## config.mk

```make
export PLATFORM = sky130hd
export DESIGN_NAME = wdt_seq_timer
export DESIGN_NICKNAME = d
export VERILOG_FILES = /design/src/rtl/wdt_pkg.sv /design/src/rtl/wdt_prescale.sv /design/src/rtl/wdt_seq.sv /design/src/rtl/wdt_pending.sv /design/src/rtl/wdt_seq_timer.sv
export SDC_FILE = /design/constraint.sdc
export NUM_CORES = 1
export LEC_CHECK = 0
export ABC_AREA = 0
export BUFFER_PORTS_ARGS = -buffer_cell sky130_fd_sc_hd__buf_2
export CAP_MARGIN = 20
export CORE_MARGIN = 1
export CORE_UTILIZATION = 55
export CTS_BUF_LIST = sky130_fd_sc_hd__clkbuf_16
export DETAILED_ROUTE_END_ITERATION = 10
export MAX_ROUTING_LAYER = met4
export PLACE_DENSITY = 0.75
export REMOVE_ABC_BUFFERS = 1
export SYNTH_ARGS = -nofsm -noshare
export SYNTH_HDL_FRONTEND = slang
export SYNTH_SLANG_ARGS = --single-unit
```

## constraint.sdc

```tcl
create_clock -name clk -period 3.5 [get_ports clk]
set_input_delay 0.35 -clock clk [delete_from_list [all_inputs] [get_ports clk]]
set_output_delay 0.35 -clock clk [all_outputs]
set_load 0.005 [all_outputs]
```

## src/rtl/wdt_pkg.sv

```systemverilog
package wdt_pkg;

    localparam int DATA_W = 32;
    localparam int ADDR_W = 4;
    localparam int EXP_W  = 3;
    localparam int NPEND  = 4;

    localparam logic [ADDR_W-1:0] A_REV  = 4'h0;
    localparam logic [ADDR_W-1:0] A_CTRL = 4'h1;
    localparam logic [ADDR_W-1:0] A_CNT  = 4'h2;
    localparam logic [ADDR_W-1:0] A_LOAD = 4'h3;
    localparam logic [ADDR_W-1:0] A_KICK = 4'h4;
    localparam logic [ADDR_W-1:0] A_STAT = 4'h5;
    localparam logic [ADDR_W-1:0] A_KEY  = 4'h6;

    localparam logic [DATA_W-1:0] KEY_ON1  = 32'h0000_BBBB;
    localparam logic [DATA_W-1:0] KEY_ON2  = 32'h0000_4444;
    localparam logic [DATA_W-1:0] KEY_OFF1 = 32'h0000_AAAA;
    localparam logic [DATA_W-1:0] KEY_OFF2 = 32'h0000_5555;

    typedef enum logic [1:0] {
        SEQ_IDLE = 2'd0,
        SEQ_ON1  = 2'd1,
        SEQ_OFF1 = 2'd2
    } seq_state_t;

    typedef struct packed {
        logic             pre_en;
        logic [EXP_W-1:0] pre_exp;
    } ctrl_t;

    function automatic logic [DATA_W-1:0] ctrl_to_word(ctrl_t c);
        logic [DATA_W-1:0] w;
        w = '0;
        w[5]   = c.pre_en;
        w[4:2] = c.pre_exp;
        return w;
    endfunction

    function automatic ctrl_t word_to_ctrl(logic [DATA_W-1:0] w);
        ctrl_t c;
        c.pre_en  = w[5];
        c.pre_exp = w[4:2];
        return c;
    endfunction

endpackage

```

## src/rtl/wdt_prescale.sv

```systemverilog
module wdt_prescale
    import wdt_pkg::*;
#(
    parameter int EW = EXP_W
) (
    input  logic          clk,
    input  logic          rst,
    input  logic          run,
    input  logic          tick,
    input  logic          pre_en,
    input  logic [EW-1:0] pre_exp,
    output logic          step
);
    localparam int DIV_W = (1 << EW) - 1;

    logic [DIV_W-1:0] div_q;
    logic [DIV_W-1:0] lim;
    logic             at_lim;

    assign lim    = DIV_W'((32'd1 << pre_exp) - 32'd1);
    assign at_lim = (div_q == lim);
    assign step   = run && tick && (!pre_en || at_lim);

    always_ff @(posedge clk) begin
        if (rst || !run) begin
            div_q <= '0;
        end else if (tick && pre_en) begin
            div_q <= at_lim ? '0 : div_q + 1'b1;
        end
    end

    AST_DIV_IN_RANGE: assert property (@(posedge clk) disable iff (rst)
        (run && pre_en && !tick) |=> (div_q <= lim || !pre_en)) else $error("div range");

endmodule

```

## src/rtl/wdt_seq.sv

```systemverilog
module wdt_seq
    import wdt_pkg::*;
(
    input  logic              clk,
    input  logic              rst,
    input  logic              key_wr,
    input  logic [DATA_W-1:0] key_data,
    output logic              run_o
);
    seq_state_t state_q;
    logic       run_q;

    always_ff @(posedge clk) begin
        if (rst) begin
            state_q <= SEQ_IDLE;
            run_q   <= 1'b0;
        end else if (key_wr) begin
            if (state_q == SEQ_ON1 && key_data == KEY_ON2) begin
                run_q   <= 1'b1;
                state_q <= SEQ_IDLE;
            end else if (state_q == SEQ_OFF1 && key_data == KEY_OFF2) begin
                run_q   <= 1'b0;
                state_q <= SEQ_IDLE;
            end else if (key_data == KEY_ON1) begin
                state_q <= SEQ_ON1;
            end else if (key_data == KEY_OFF1) begin
                state_q <= SEQ_OFF1;
            end else begin
                state_q <= SEQ_IDLE;
            end
        end
    end

    assign run_o = run_q;

    AST_START_ARMED: assert property (@(posedge clk) disable iff (rst)
        $rose(run_q) |-> $past(state_q == SEQ_ON1)) else $error("start unarmed");
    AST_STOP_ARMED: assert property (@(posedge clk) disable iff (rst)
        $fell(run_q) |-> $past(state_q == SEQ_OFF1)) else $error("stop unarmed");
    AST_BAD_KEY_IDLE: assert property (@(posedge clk) disable iff (rst)
        (key_wr && key_data != KEY_ON1 && key_data != KEY_OFF1) |=> state_q == SEQ_IDLE) else $error("seq not idle");

endmodule

```

## src/rtl/wdt_pending.sv

```systemverilog
module wdt_pending
    import wdt_pkg::*;
#(
    parameter int NREG       = NPEND,
    parameter int SYNC_TICKS = 3
) (
    input  logic            clk,
    input  logic            rst,
    input  logic            tick,
    input  logic [NREG-1:0] wr_hit,
    output logic [NREG-1:0] pend_o
);
    localparam int CNT_W = $clog2(SYNC_TICKS + 1);

    for (genvar i = 0; i < NREG; i++) begin : g_pend
        logic [CNT_W-1:0] cnt_q;

        always_ff @(posedge clk) begin
            if (rst) begin
                cnt_q <= '0;
            end else if (wr_hit[i]) begin
                cnt_q <= CNT_W'(SYNC_TICKS);
            end else if (tick && cnt_q != '0) begin
                cnt_q <= cnt_q - 1'b1;
            end
        end

        assign pend_o[i] = (cnt_q != '0);

        AST_PEND_SET: assert property (@(posedge clk) disable iff (rst)
            wr_hit[i] |=> pend_o[i]) else $error("pending not set");
    end

endmodule

```

## src/rtl/wdt_seq_timer.sv

```systemverilog
module wdt_seq_timer
    import wdt_pkg::*;
#(
    parameter logic [7:0] REV_CODE   = 8'h5A,
    parameter int         SYNC_TICKS = 3
) (
    input  logic              clk,
    input  logic              rst,
    input  logic              tick_i,
    input  logic [ADDR_W-1:0] addr_i,
    input  logic              wr_i,
    input  logic [DATA_W-1:0] wdata_i,
    input  logic              rd_i,
    output logic [DATA_W-1:0] rdata_o,
    output logic              rst_req_o
);
    localparam logic [DATA_W-1:0] CNT_MAX = '1;

    ctrl_t             ctrl_q;
    logic [DATA_W-1:0] load_q;
    logic [DATA_W-1:0] kick_q;
    logic [DATA_W-1:0] count_q;
    logic [DATA_W-1:0] rdata_q;
    logic              rst_req_q;
    logic              running;
    logic              step;
    logic              kick_fire;
    logic [NPEND-1:0]  wr_hit;
    logic [NPEND-1:0]  pend;
    logic [DATA_W-1:0] stat_word;
    logic [DATA_W-1:0] rd_mux;

    assign wr_hit[0] = wr_i && addr_i == A_CTRL;
    assign wr_hit[1] = wr_i && addr_i == A_LOAD;
    assign wr_hit[2] = wr_i && addr_i == A_KICK;
    assign wr_hit[3] = wr_i && addr_i == A_KEY;
    assign kick_fire = wr_hit[2] && (wdata_i != kick_q);

    wdt_seq u_seq (
        .clk      (clk),
        .rst      (rst),
        .key_wr   (wr_hit[3]),
        .key_data (wdata_i),
        .run_o    (running)
    );

    wdt_prescale #(.EW(EXP_W)) u_pre (
        .clk     (clk),
        .rst     (rst),
        .run     (running),
        .tick    (tick_i),
        .pre_en  (ctrl_q.pre_en),
        .pre_exp (ctrl_q.pre_exp),
        .step    (step)
    );

    wdt_pending #(.NREG(NPEND), .SYNC_TICKS(SYNC_TICKS)) u_pend (
        .clk    (clk),
        .rst    (rst),
        .tick   (tick_i),
        .wr_hit (wr_hit),
        .pend_o (pend)
    );

    always_ff @(posedge clk) begin
        if (rst) begin
            ctrl_q <= '0;
            load_q <= '0;
            kick_q <= '0;
        end else begin
            if (wr_hit[0] && !running) ctrl_q <= word_to_ctrl(wdata_i);
            if (wr_hit[1] && !running) load_q <= wdata_i;
            if (wr_hit[2])             kick_q <= wdata_i;
        end
    end

    always_ff @(posedge clk) begin
        if (rst) begin
            count_q   <= '0;
            rst_req_q <= 1'b0;
        end else begin
            rst_req_q <= 1'b0;
            if (kick_fire) begin
                count_q <= load_q;
            end else if (step) begin
                if (count_q == CNT_MAX) begin
                    count_q   <= load_q;
                    rst_req_q <= 1'b1;
                end else begin
                    count_q <= count_q + 1'b1;
                end
            end
        end
    end

    always_comb begin
        stat_word    = '0;
        stat_word[0] = pend[0];
        stat_word[2] = pend[1];
        stat_word[3] = pend[2];
        stat_word[4] = pend[3];
    end

    always_comb begin
        unique case (addr_i)
            A_REV:   rd_mux = {{(DATA_W-8){1'b0}}, REV_CODE};
            A_CTRL:  rd_mux = ctrl_to_word(ctrl_q);
            A_CNT:   rd_mux = count_q;
            A_LOAD:  rd_mux = load_q;
            A_KICK:  rd_mux = kick_q;
            A_STAT:  rd_mux = stat_word;
            default: rd_mux = '0;
        endcase
    end

    always_ff @(posedge clk) begin
        if (rst)       rdata_q <= '0;
        else if (rd_i) rdata_q <= rd_mux;
    end

    assign rdata_o   = rdata_q;
    assign rst_req_o = rst_req_q;

    AST_HOLD_STOPPED: assert property (@(posedge clk) disable iff (rst)
        (!running && !kick_fire) |=> $stable(count_q)) else $error("count moved");
    AST_FROZEN_CFG: assert property (@(posedge clk) disable iff (rst)
        running |=> ($stable(ctrl_q) && $stable(load_q))) else $error("cfg changed");
    AST_RST_ONE_CYCLE: assert property (@(posedge clk) disable iff (rst)
        rst_req_q |=> !rst_req_q) else $error("long reset pulse");
    AST_WRAP_RELOAD: assert property (@(posedge clk) disable iff (rst)
        rst_req_q |-> (count_q == load_q)) else $error("no reload on wrap");

endmodule

```

* Word-level counts from Yosys, hierarchy flattened *
Cells that the tools add are included.

storage, ports and cells
  register bits after elaboration = 151
  latch bits = 0
  memory bits (writable) = 0
  ROM bits = 0
  word-level logic and storage cells = 91
  memories = 0

cells by class
  add/sub/neg operators = 7
  multipliers = 0
  div/mod/pow operators = 0
  $lt $le $gt $ge = 0
  equal/unequal tests = 15
  shift operators = 1
  mux-type cells = 20
  bitwise gates (word level) = 1
  reductions and logical operators = 33

operators by type and width
  operator                                           count
  one-hot mux 32 bit (6 select lines)                1
  two-way mux 32 bit                                 3
  == test 32 x 15 -> 1 bit (second input constant)   2
  == test 32 x 16 -> 1 bit (second input constant)   2
  adder 32 x 1 -> 32 bit (second input constant)     1
  == test 32 bit (second input constant)             1
  inequality test 32 bit                             1
  two-way mux 2 bit                                  12
  nonzero test 2 bit                                 10
  logical AND 1 bit                                  16
  == test 4 x 3 -> 1 bit (second input constant)     3
  == test 4 x 2 -> 1 bit (second input constant)     2
  subtractor 2 x 1 -> 2 bit (second input constant)  4
  adder 7 x 1 -> 7 bit (second input constant)       1
  == test 7 bit                                      1
  two-way mux 7 bit                                  1
  << shifter 1 x 3 -> 7 bit (first input constant)   1
  subtractor 7 x 1 -> 7 bit (second input constant)  1
  == test 4 x 1 -> 1 bit (second input constant)     1
  zero test 4 bit                                    1
  two-way mux 1 bit                                  3
  OR reduction 3 bit                                 1
  == test 2 x 1 -> 1 bit (second input constant)     1
  == test 2 bit (second input constant)              1
  4 further kinds                                    6

* Logic depth before layout (Yosys ltp) *
Gate-level depths: netlist (run 1).

  word-level depth = 7
  gate-level depth with buffers = 14
  gate-level depth less buffers = 10

* Cells and area by module *
Synthesis (run 1) repeated with hierarchy kept, for this count alone.

second synthesis, totals
  cells, all modules = 1,003
  area, all modules = 7,897.6 µm²

by module, submodules not included
  module         times used  cells each  area an instance (µm²)  seq. area each (µm²)
  wdt_seq_timer  1           857         6,610.1                 2,662.6
  wdt_prescale   1           57          513.0                   140.1
  wdt_pending    1           54          485.5                   160.2
  wdt_seq        1           35          289.0                   60.1

* Least setup slack after synthesis (run 1) *
No wires, ideal clock.

  kind = register to register
  start = register ctrl_q[2] (netlist bit)
  end = register count_q[28]
  library setup time = 0.127 ns
  data arrival time = 3.057 ns
  required time = 3.373 ns
  setup slack = 0.316 ns
  cell stages (with the launch flop) = 13
  period minus slack after synthesis = 3.184 ns
  cells stage by stage = dfxtp_1 > buf_6 > or3_4 > ha_1 > clkbuf_1 > or4b_2 > nand3_1 > a32oi_1 > a221oi_2 > buf_6 > nand3_2 > and4_4 > or3_1

between the ends
  longest elaborated chain between the ends = 6

ends and longest elaborated chain
  element                       RTL line             RTL
  start, declared               wdt_seq_timer.sv:19  ctrl_t ctrl_q;
  start signal, assigned        wdt_seq_timer.sv:71  if (wr_hit[0] && !running) ctrl_q <= word_to_ctrl(wdata_i);
  << shifter 1 x 3 -> 7 bit     wdt_prescale.sv:20   assign lim = DIV_W'((32'd1 << pre_exp) - 32'd1);
  subtractor 7 x 1 -> 7 bit     wdt_prescale.sv:20
  == test 7 bit                 wdt_prescale.sv:21   assign at_lim = (div_q == lim);
  logical OR 1 bit              wdt_prescale.sv:22   assign step = run && tick && (!pre_en || at_lim);
  logical AND 1 bit             wdt_prescale.sv:22
  nonzero test 2 bit (no line)  n/a
  end signal, assigned          wdt_seq_timer.sv:84  count_q <= load_q;
  end signal, assigned          wdt_seq_timer.sv:87  count_q <= load_q;
  end signal, assigned          wdt_seq_timer.sv:90  count_q <= count_q + 1'b1;
  end, declared                 wdt_seq_timer.sv:22  logic [DATA_W-1:0] count_q;

Every way passes these cells.
A chain may end at the register's enable or synchronous reset.

* Worst setup path after layout (run 1) *
  start = register ctrl_q[2] (netlist bit)
  end = register count_q[17]

Same word-level chain as after synthesis.

==> results of run 1 <==
## cell usage after synthesis, types with 9 or more instances
cell type / instances
xnor2_1: 50
dfxtp_1: 151
nor3_1: 11
o21ai_0: 11
a211oi_1: 10
nor2_1: 79
inv_1: 17
nand4_1: 27
nor2b_1: 9
nand2_1: 213
and3_1: 15
nand3_1: 17
nor4_1: 13
a21oi_1: 146
a22oi_1: 35
clkbuf_1: 55
## registers in the layout (all words and copies together) (netlist names)
name,flops
ctrl_q,4
u_pend.g_pend.cnt_q,8
rdata_o,32
load_q,32
kick_q,32
u_seq.run_o,1
u_seq.state_q,2
u_pre.div_q,7
rst_req_o,1
count_q,32
## worst max-delay path: cells and delay by family (launching register included)
family,cells,cell delay [ns]
flip-flops,1,0.31
AND/OR/NAND/NOR,5,1.66
AO/OA/AOI/OAI,3,0.91
adder cells (fa/ha/maj),1,0.21
## logic make-up after synthesis
family	Yosys count	share of synthesized area, %
xor gates and xnor gates	53	6.15
AOI/OAI and AO/OA	258	21.3
adders and majority gates	7	1.16
DFF	151	40.1
muxes	10	1.36
buffers and inverters	84	4.56
and+or+nand+nor	417	25.4
## metal layers
metal | up-vias | share of wire [%]
li1 | 3548 | -
met1 | 3440 | 43
met2 | 347 | 46
met3 | 36 | 8.1
met4 | 0 | 2.2
met5 | - | 0
## worst paths after layout
| kind | startpoint | endpoint | cells past startpoint |
|---|---|---|---|
| setup reg to reg | ctrl_q[2] | count_q[17] | 9 |
| setup / recovery | ctrl_q[2] | count_q[17] | 9 |
| hold / removal | wdata_i[31] | kick_q[31] | 3 |
| hold reg to reg | u_seq.state_q[1] | u_seq.run_o | 1 |
## cell type report
| type | count | area (µm²) |
|---|---|---|
| Inverter | 17 | 63.8 |
| Clock buffer | 17 | 425 |
| Tap cell | 176 | 220 |
| Sequential cell | 151 | 3020 |
| Clock inverter | 13 | 190 |
| Timing Repair Buffer | 101 | 578 |
| Multi-Input combinational cell | 745 | 4210 |
| Fill cell | 1137 | 4590 |
## power by group
part	total (mW)	switching (mW)	leakage [nW]	internal, mW
clock	1.95	0.707	0.316	1.24
sequential	1.78	0.0251	1.22	1.75
combinational	0.307	0.198	1.53	0.109
total	4.03	0.930	3.06	3.10
==> run_results.csv, run 1 <==
group,metric,value,unit
status,status,"complete, no violations",
place,finalWeightedCongestion,0.995,
drt,viasPerCell,6.04,
sta,final-setup-viol-count,0,
setup_path,slowest_stage,"or4b_2",
cts,clk_latency,0.43,ns
setup_path,reg2reg_slack,0.28,ns
die,core-area,13300,µm²
sta,slew_headroom,39.7,%
global_routing,grt_pass1_wl,35700,µm
place,place_area,8090,µm²
global_routing,grt.met3_usage,6.18,%
global_routing,grtUsageMet1,42.8,%
die,io_pins,74,
place,dp_slack,0.331,ns
synthesis,ys_async_sr_fraction,0,%
drt,drt-initial-drc-count,837,
die,dieArea,14200,µm²
sta,fin_tns_setup,0,ns
synthesis,yosysWarnings,0,
drt,via_count,7371,
synthesis,synth.top_cell.area_share,40.1,%
sta,fin_crit,3.22,ns
synthesis,synth.distinct_cells,66,
run,maxCapViolCount,0,
cells_and_area,final_cell_mix,"nand2_1, dfxtp_1, a21oi_1, nor2_1, buf_2",
power_and_ir_drop,totalPowerFinal,4.03,mW
synthesis,ys_seq_area_share,40.1,%
cts,htree_levels,4,
sta,hold_ws,0.199,ns
cells_and_area,design.final.nets,1081,
cells_and_area,finish.utilization,65.5,%
place,port_buffers,73,
drt,avgRoutedWirePerCell,18.0,µm
place,dp_cells,1190,
setup_path,arrival,3.51,ns
power_and_ir_drop,peakVddDrop,0.302,mV
sta,finalHoldViolations,0,
global_routing,track_usage,32.9,%
setup_path,end_kind,"register",
setup_path,crit_fanout,8,
power_and_ir_drop,p_leak,3.06,nW
synthesis,synth_edf_count,0,
sta,tightest_slew,0.896,ns
global_routing,gr-total-overflow,0,
cells_and_area,fin_cells,1220,
sta,worst_slack,0.279,ns
setup_path,worst-setup-path-type,"reg -> reg",
setup_path,worstPathRequired,3.79,ns
synthesis,synth_ff_type,"dfxtp_1",
global_routing,met2_usage,50.5,%
setup_path,start_kind,"register",
cts,cts.reportedPaths.clkPinSlew,0.06,ns
cts,cts_made_buffers,17,
synthesis,ys_ff_latch,151,
sta,slew_viol_final,0,
power_and_ir_drop,power.density,463,nW/µm²
cells_and_area,antenna-diode-count,0,
synthesis,syn_inst,980,
die,fp.dieW,119,µm
cells_and_area,final_common_cell,"nand2_1",
global_routing,antenna_found_initial,0,
cts,cts_setup_buffers,0,
cts,cts_tree,"built",
cells_and_area,drive_gt1_share,14.3,%
cts,cts_num_sinks,151,
cells_and_area,area_growth,15.4,%
global_routing,grt_start_max_net_pins,65,
drt,ant_nets,0,
sta,fmax,311,MHz
die,die_y,119,µm
cts,max-clock-path-buffers,2,
die,start_util,56.8,%
setup_path,critPathMaxStageDelay,0.60,ns
setup_path,worstPathCellList,"or3_4 > ha_1 > or4b_2 > nand3_1 > a32oi_1 > a221oi_4 > nor3b_4 > a41o_1 > nor3_1",
cts,postCtsResizedCells,0,
cts,post_cts_hold_buffer_count,0,
cts,clock-root-buffer,"clkbuf_16",
synthesis,synth_area,7550,µm²
synthesis,synthTopCellsByArea,"dfxtp_1, nand2_1, a21oi_1, xnor2_1, nor2_1",
sta,finalClockSkew,0.00902,ns
global_routing,grt_pass1_vias,6727,
place,dp_hpwl,15100,µm
global_routing,busiest_layer,"met2",
synthesis,yosysTopAreaCell,"dfxtp_1",
die,placementRows,42,
drt,remaining_drc_errors,0,
worst_hold_path,hold_class,"in -> reg",
synthesis,avgSynthCellArea,7.70,µm²
cells_and_area,final_area,8710,µm²
drt,routed_wl,21900,µm
drt,dr.pass1.iters,6,
sta,rsz0062_at_grt,"false",
sta,fin_crit_sh,92.0,%
Power figures use the tool's default switching activity.
==> run 2, diff against run 1 <==
--- a/config.mk
+++ b/config.mk
@@ -8,6 +8,7 @@
 export ABC_AREA = 0
 export BUFFER_PORTS_ARGS = -buffer_cell sky130_fd_sc_hd__buf_2
 export CAP_MARGIN = 20
+export CORE_ASPECT_RATIO = 1.2
 export CORE_MARGIN = 1
 export CORE_UTILIZATION = 55
 export CTS_BUF_LIST = sky130_fd_sc_hd__clkbuf_16
==> run 2 against run 1 <==
Effect of this change: global-route usage grew 1.1 points; critical path depth increased by 2; die area about the same; register-to-register slack barely moved; cell area is 1.5% lower; combinational power increased by 2%.
==> run_results.csv, run 2 (synthesis results as in run 1) <==
group,metric,value,unit
setup_path,reg2reg_slack,0.28,ns
global_routing,antenna_found_initial,0,
place,dp_cells,1181,
worst_hold_path,min_delay_path_depth,3,
sta,final-setup-viol-count,0,
power_and_ir_drop,totalPowerFinal,3.68,mW
setup_path,worst_r2r_path_depth,11,
cells_and_area,final_cell_mix,"nand2_1, dfxtp_1, a21oi_1, nor2_1, buf_2",
global_routing,gr-total-overflow,0,
cts,clock-root-buffer,"clkbuf_16",
cts,cts_setup_buffers,0,
place,dp_hpwl,15600,µm
die,core-area,13300,µm²
cells_and_area,design.final.nets,1080,
sta,tightest_slew,0.823,ns
die,start_util,56.8,%
worst_hold_path,hold_class,"in -> reg",
sta,fin_crit,3.22,ns
global_routing,grt_pass1_wl,35600,µm
setup_path,cpMostUsedCell,"buf_4",
drt,remaining_drc_errors,0,
sta,fin_crit_sh,91.9,%
cts,cts_tree,"built",
global_routing,grt_start_max_net_pins,80,
drt,routed_wl,22500,µm
sta,hold_ws,0.197,ns
power_and_ir_drop,p_leak,3.00,nW
run,maxCapViolCount,0,
setup_path,worst-setup-path-type,"reg -> reg",
drt,via_count,7366,
setup_path,r2r-end,"count_q[26]",
setup_path,worstReg2RegStart,"ctrl_q[2]",
cells_and_area,area_growth,13.6,%
setup_path,arrival,3.54,ns
drt,dr.pass1.iters,6,
sta,finalClockSkew,0.00637,ns
die,placementRows,46,
cells_and_area,final_common_cell,"nand2_1",
setup_path,worstPathRequired,3.82,ns
die,die_y,130,µm
setup_path,worstPathCellList,"or3_4 > ha_1 > or4b_2 > nand3_1 > a32oi_1 > a221oi_4 > buf_4 > buf_4 > and4_1 > a21oi_1 > o221a_2",
cts,max-clock-path-buffers,2,
die,fp.dieW,109,µm
setup_path,end_kind,"register",
power_and_ir_drop,peakVddDrop,0.282,mV
setup_path,critPathMaxStageDelay,0.60,ns
sta,slew_headroom,45.1,%
drt,highest_layer,"met4",
cts,clk_latency,0.43,ns
cts,cts.reportedPaths.clkPinSlew,0.06,ns
drt,avgRoutedWirePerCell,18.6,µm
die,dieArea,14200,µm²
drt,wl_met1,9710,µm
drt,met3_length,1200,µm
cts,cts_made_buffers,17,
cts,post_cts_hold_buffer_count,0,
setup_path,crit_fanout,11,
sta,fin_tns_setup,0,ns
cells_and_area,antenna-diode-count,0,
worst_hold_path,min_from,"wdata_i[28]",
global_routing,grt_pass1_vias,6774,
drt,viasPerCell,6.07,
setup_path,start_kind,"register",
worst_hold_path,whs_endpoint,"load_q[28]",
setup_path,cp_top_family,"simple AND/OR/NAND/NOR gates",
drt,wl_met2,11000,µm
power_and_ir_drop,power.density,429,nW/µm²
sta,rsz0062_at_grt,"false",
cts,htree_levels,4,
cts,postCtsResizedCells,0,
place,finalWeightedCongestion,0.968,
die,io_pins,74,
cts,cts_num_sinks,151,
cells_and_area,finish.utilization,64.5,%
sta,slew_viol_final,0,
place,port_buffers,73,
setup_path,cp.buffers_inverters,2,
cells_and_area,fin_cells,1213,
cells_and_area,drive_gt1_share,14.0,%
setup_path,slowest_stage,"or4b_2",
drt,ant_nets,0,
status,status,"complete, no violations",
sta,fmax,311,MHz
drt,drt-initial-drc-count,675,
sta,finalHoldViolations,0,
global_routing,track_usage,34.1,%
## run 2: worst max-delay path by stage
stage	start	endpoint	slack, ns	cells past startpoint
floorplan	addr_i[1]	count_q[20]	-2.16	7
global placement	ctrl_q[2]	count_q[26]	0.36	11
detailed placement	ctrl_q[2]	count_q[26]	0.33	11
CTS	ctrl_q[2]	count_q[26]	0.31	11
global route	ctrl_q[2]	count_q[26]	0.15	13
finish	ctrl_q[2]	count_q[26]	0.28	11
## run 2: metrics by stage
stage               instance area [µm²]  setup WS, ns
finish                             8570         0.283
detailed placement                 8070         0.332
CTS                                8570         0.311
global placement                   8070         0.358
global route                       8570         0.150
floorplan                          7270         -2.16
## run 2: layer usage
metal | vias up | track usage [%]
met5 | - | -
met2 | 264 | 54.7
met3 | 52 | 5.39
met1 | 3496 | 42.3
li1 | 3554 | -
met4 | 0 | 14.5
## run 2: report_power, final
group	total, mW	internal [mW]	switching (mW)
registers	1.78	1.75	0.0251
clock network	1.59	0.878	0.710
logic	0.312	0.110	0.202
total	3.68	2.74	0.937
## run 2: area by class of cell
| class | instances | area [µm²] |
|---|---|---|
| fillers | 1194 | 4720 |
| multi-input cells | 745 | 4210 |
| flip-flops and latches | 151 | 3020 |
| repair buffers | 100 | 571 |
| clock buffers | 17 | 425 |
| well taps | 168 | 210 |
| clock inverters | 15 | 75.1 |
| inverters | 17 | 63.8 |
## run 2: worst register-to-register path: stages (launching register included)
cell      delay (ns)
dfxtp_1         0.32
or3_4           0.39
ha_1            0.21
or4b_2          0.60
nand3_1         0.11
a32oi_1         0.17
a221oi_4        0.41
buf_4           0.23
buf_4           0.17
and4_1          0.20
a21oi_1         0.06
o221a_2         0.24
==> run 3, diff against run 2 <==
--- a/config.mk
+++ b/config.mk
@@ -6,15 +6,15 @@
 export NUM_CORES = 1
 export LEC_CHECK = 0
 export ABC_AREA = 0
-export BUFFER_PORTS_ARGS = -buffer_cell sky130_fd_sc_hd__buf_2
 export CAP_MARGIN = 20
 export CORE_ASPECT_RATIO = 1.2
 export CORE_MARGIN = 1
 export CORE_UTILIZATION = 55
 export CTS_BUF_LIST = sky130_fd_sc_hd__clkbuf_16
 export DETAILED_ROUTE_END_ITERATION = 10
+export DONT_BUFFER_PORTS = 1
 export MAX_ROUTING_LAYER = met4
-export PLACE_DENSITY = 0.75
+export PLACE_DENSITY = 0.7
 export REMOVE_ABC_BUFFERS = 1
 export SYNTH_ARGS = -nofsm -noshare
 export SYNTH_HDL_FRONTEND = slang
==> run 3 against run 2 <==
Effect of this change: utilization decreased by 1.7 points; non-clock buffer count fell by 75; total power increased by 7.6%; clock skew grew 0.0020 ns; sequential cell count unchanged; register-to-register slack about the same; critical path depth fell by 1; sequential power is essentially flat; cell area shrank 2.7%; final cell count down 6.3%; worst setup slack lost 0.012 ns; largest cell class unchanged.
==> run_results.csv, run 3 (synthesis results as in run 1) <==
group,metric,value,unit
setup_path,worst_r2r_path_depth,10,
sta,rsz0062_at_grt,"false",
place,dp_cells,1101,
sta,worst_slack,0.271,ns
cts,cts_num_sinks,151,
cts,clock-root-buffer,"clkbuf_16",
drt,avgRoutedWirePerCell,20.0,µm
sta,hold_ws,0.0430,ns
global_routing,grt_pass1_vias,6383,
global_routing,gr-total-overflow,0,
die,dieArea,14200,µm²
drt,wl_met2,10900,µm
drt,met3_length,1460,µm
sta,fin_tns_setup,0,ns
setup_path,worstPathCellList,"or3_4 > ha_1 > or4b_2 > nand3_1 > a32oi_1 > a221oi_4 > buf_12 > nor3b_4 > and3_1 > nor4_1",
sta,finalHoldViolations,0,
setup_path,setup.worst_path.start,"ctrl_q[2]",
cells_and_area,final_cell_mix,"nand2_1, dfxtp_1, a21oi_1, nor2_1, xnor2_1",
cts,htree_levels,4,
setup_path,cp_top_family,"simple AND/OR/NAND/NOR gates",
drt,highest_layer,"met4",
setup_path,slowest_stage,"or4b_2",
cells_and_area,antenna-diode-count,0,
sta,slew_headroom,27.5,%
setup_path,cp.buffers_inverters,1,
drt,drt-initial-drc-count,649,
power_and_ir_drop,p_leak,2.68,nW
place,finalWeightedCongestion,0.952,
drt,routed_wl,22800,µm
setup_path,crit_end,"count_q[16]",
setup_path,reg2reg_slack,0.27,ns
cts,cts_made_buffers,17,
power_and_ir_drop,power.density,474,nW/µm²
setup_path,worstPathRequired,3.78,ns
setup_path,r2r-end,"count_q[16]",
worst_hold_path,hold_class,"in -> reg",
drt,wl_met1,9630,µm
die,start_util,56.8,%
sta,final-setup-viol-count,0,
setup_path,arrival,3.51,ns
cells_and_area,final_area,8340,µm²
global_routing,grt_pass1_wl,35000,µm
die,core-area,13300,µm²
die,io_pins,74,
cts,cts.reportedPaths.clkPinSlew,0.06,ns
run,maxCapViolCount,0,
die,placementRows,46,
drt,viasPerCell,6.18,
place,dp_hpwl,14700,µm
power_and_ir_drop,totalPowerFinal,3.96,mW
place,dp_slack,0.340,ns
setup_path,critPathMaxStageDelay,0.60,ns
place,port_buffers,0,
status,status,"complete, no violations",
sta,fmax,310,MHz
setup_path,worstReg2RegStart,"ctrl_q[2]",
sta,fin_crit,3.23,ns
sta,tightest_slew,1.08,ns
power_and_ir_drop,peakVddDrop,0.323,mV
die,fp.dieW,109,µm
global_routing,grt_start_max_net_pins,63,
cts,cts_setup_buffers,0,
drt,dr.pass1.iters,5,
global_routing,track_usage,34.1,%
setup_path,end_kind,"register",
setup_path,start_kind,"register",
cts,max-clock-path-buffers,2,
cells_and_area,area_growth,10.6,%
setup_path,crit_fanout,39,
drt,via_count,7030,
cells_and_area,drive_gt1_share,7.33,%
drt,ant_nets,0,
sta,slew_viol_final,0,
cells_and_area,finish.utilization,62.8,%
setup_path,worst-path-stages,10,
place,place_area,7670,µm²
drt,remaining_drc_errors,0,
global_routing,antenna_found_initial,0,
cells_and_area,final_common_cell,"nand2_1",
sta,fin_crit_sh,92.3,%
cts,cts_tree,"built",
setup_path,worst-setup-path-type,"reg -> reg",
die,die_y,130,µm
sta,finalClockSkew,0.00839,ns
cells_and_area,fin_cells,1137,
cts,clk_latency,0.44,ns
cells_and_area,design.final.nets,1005,
## run 3: cell types whose count changed in the layout (fill, tap and decap cells not counted), sizes merged
cell / delta
inv: -3
bufinv: +4
clkinvlp: +2
buf: -79
clkinv: -4
dlygate4sd3: +4
## run 3: worst register-to-register path: stages, from the launching register on
cell and delay, ns:
dfxtp_1 0.31, or3_4 0.38, ha_1 0.21, or4b_2 0.60
nand3_1 0.11, a32oi_1 0.17, a221oi_4 0.32, buf_12 0.24
nor3b_4 0.47, and3_1 0.23, nor4_1 0.04
## run 3: layout make-up
type / instances / area [µm²]
Sequential cell: 151 / 3020
Fill cell: 1192 / 4950
Inverter: 17 / 63.8
Clock buffer: 17 / 425
Clock inverter: 14 / 185
Timing Repair Buffer: 25 / 230
Tap cell: 168 / 210
Multi-Input combinational cell: 745 / 4210
## run 3: worst min-delay path by stage
stage,from,to,slack [ns],cells past startpoint
global route,wdata_i[14],kick_q[14],0.03,2
detailed placement,u_seq.state_q[1],u_seq.run_o,0.42,1
CTS,wdata_i[2],kick_q[2],0.04,2
global placement,u_seq.state_q[1],u_seq.run_o,0.42,1
finish,wdata_i[15],load_q[15],0.04,2
floorplan,u_seq.state_q[1],u_seq.run_o,0.41,1
## run 3: power breakdown
group | switching, mW | internal, mW | total [mW]
registers | 0.0250 | 1.75 | 1.78
logic | 0.160 | 0.100 | 0.260
clock network | 0.739 | 1.18 | 1.92
total | 0.924 | 3.03 | 3.96
## run 3: per-layer routing
layer / up-vias / global-route usage (%)
met5: - / -
met4: 0 / 15.7
met3: 54 / 7.19
met2: 245 / 53.9
met1: 3335 / 41.4
li1: 3396 / -
## run 3: repair_timing
action | CTS | global route
hold buffers | 5 | 0
resized for setup | 0 | 0
hold endpoints to repair | 62 | 0
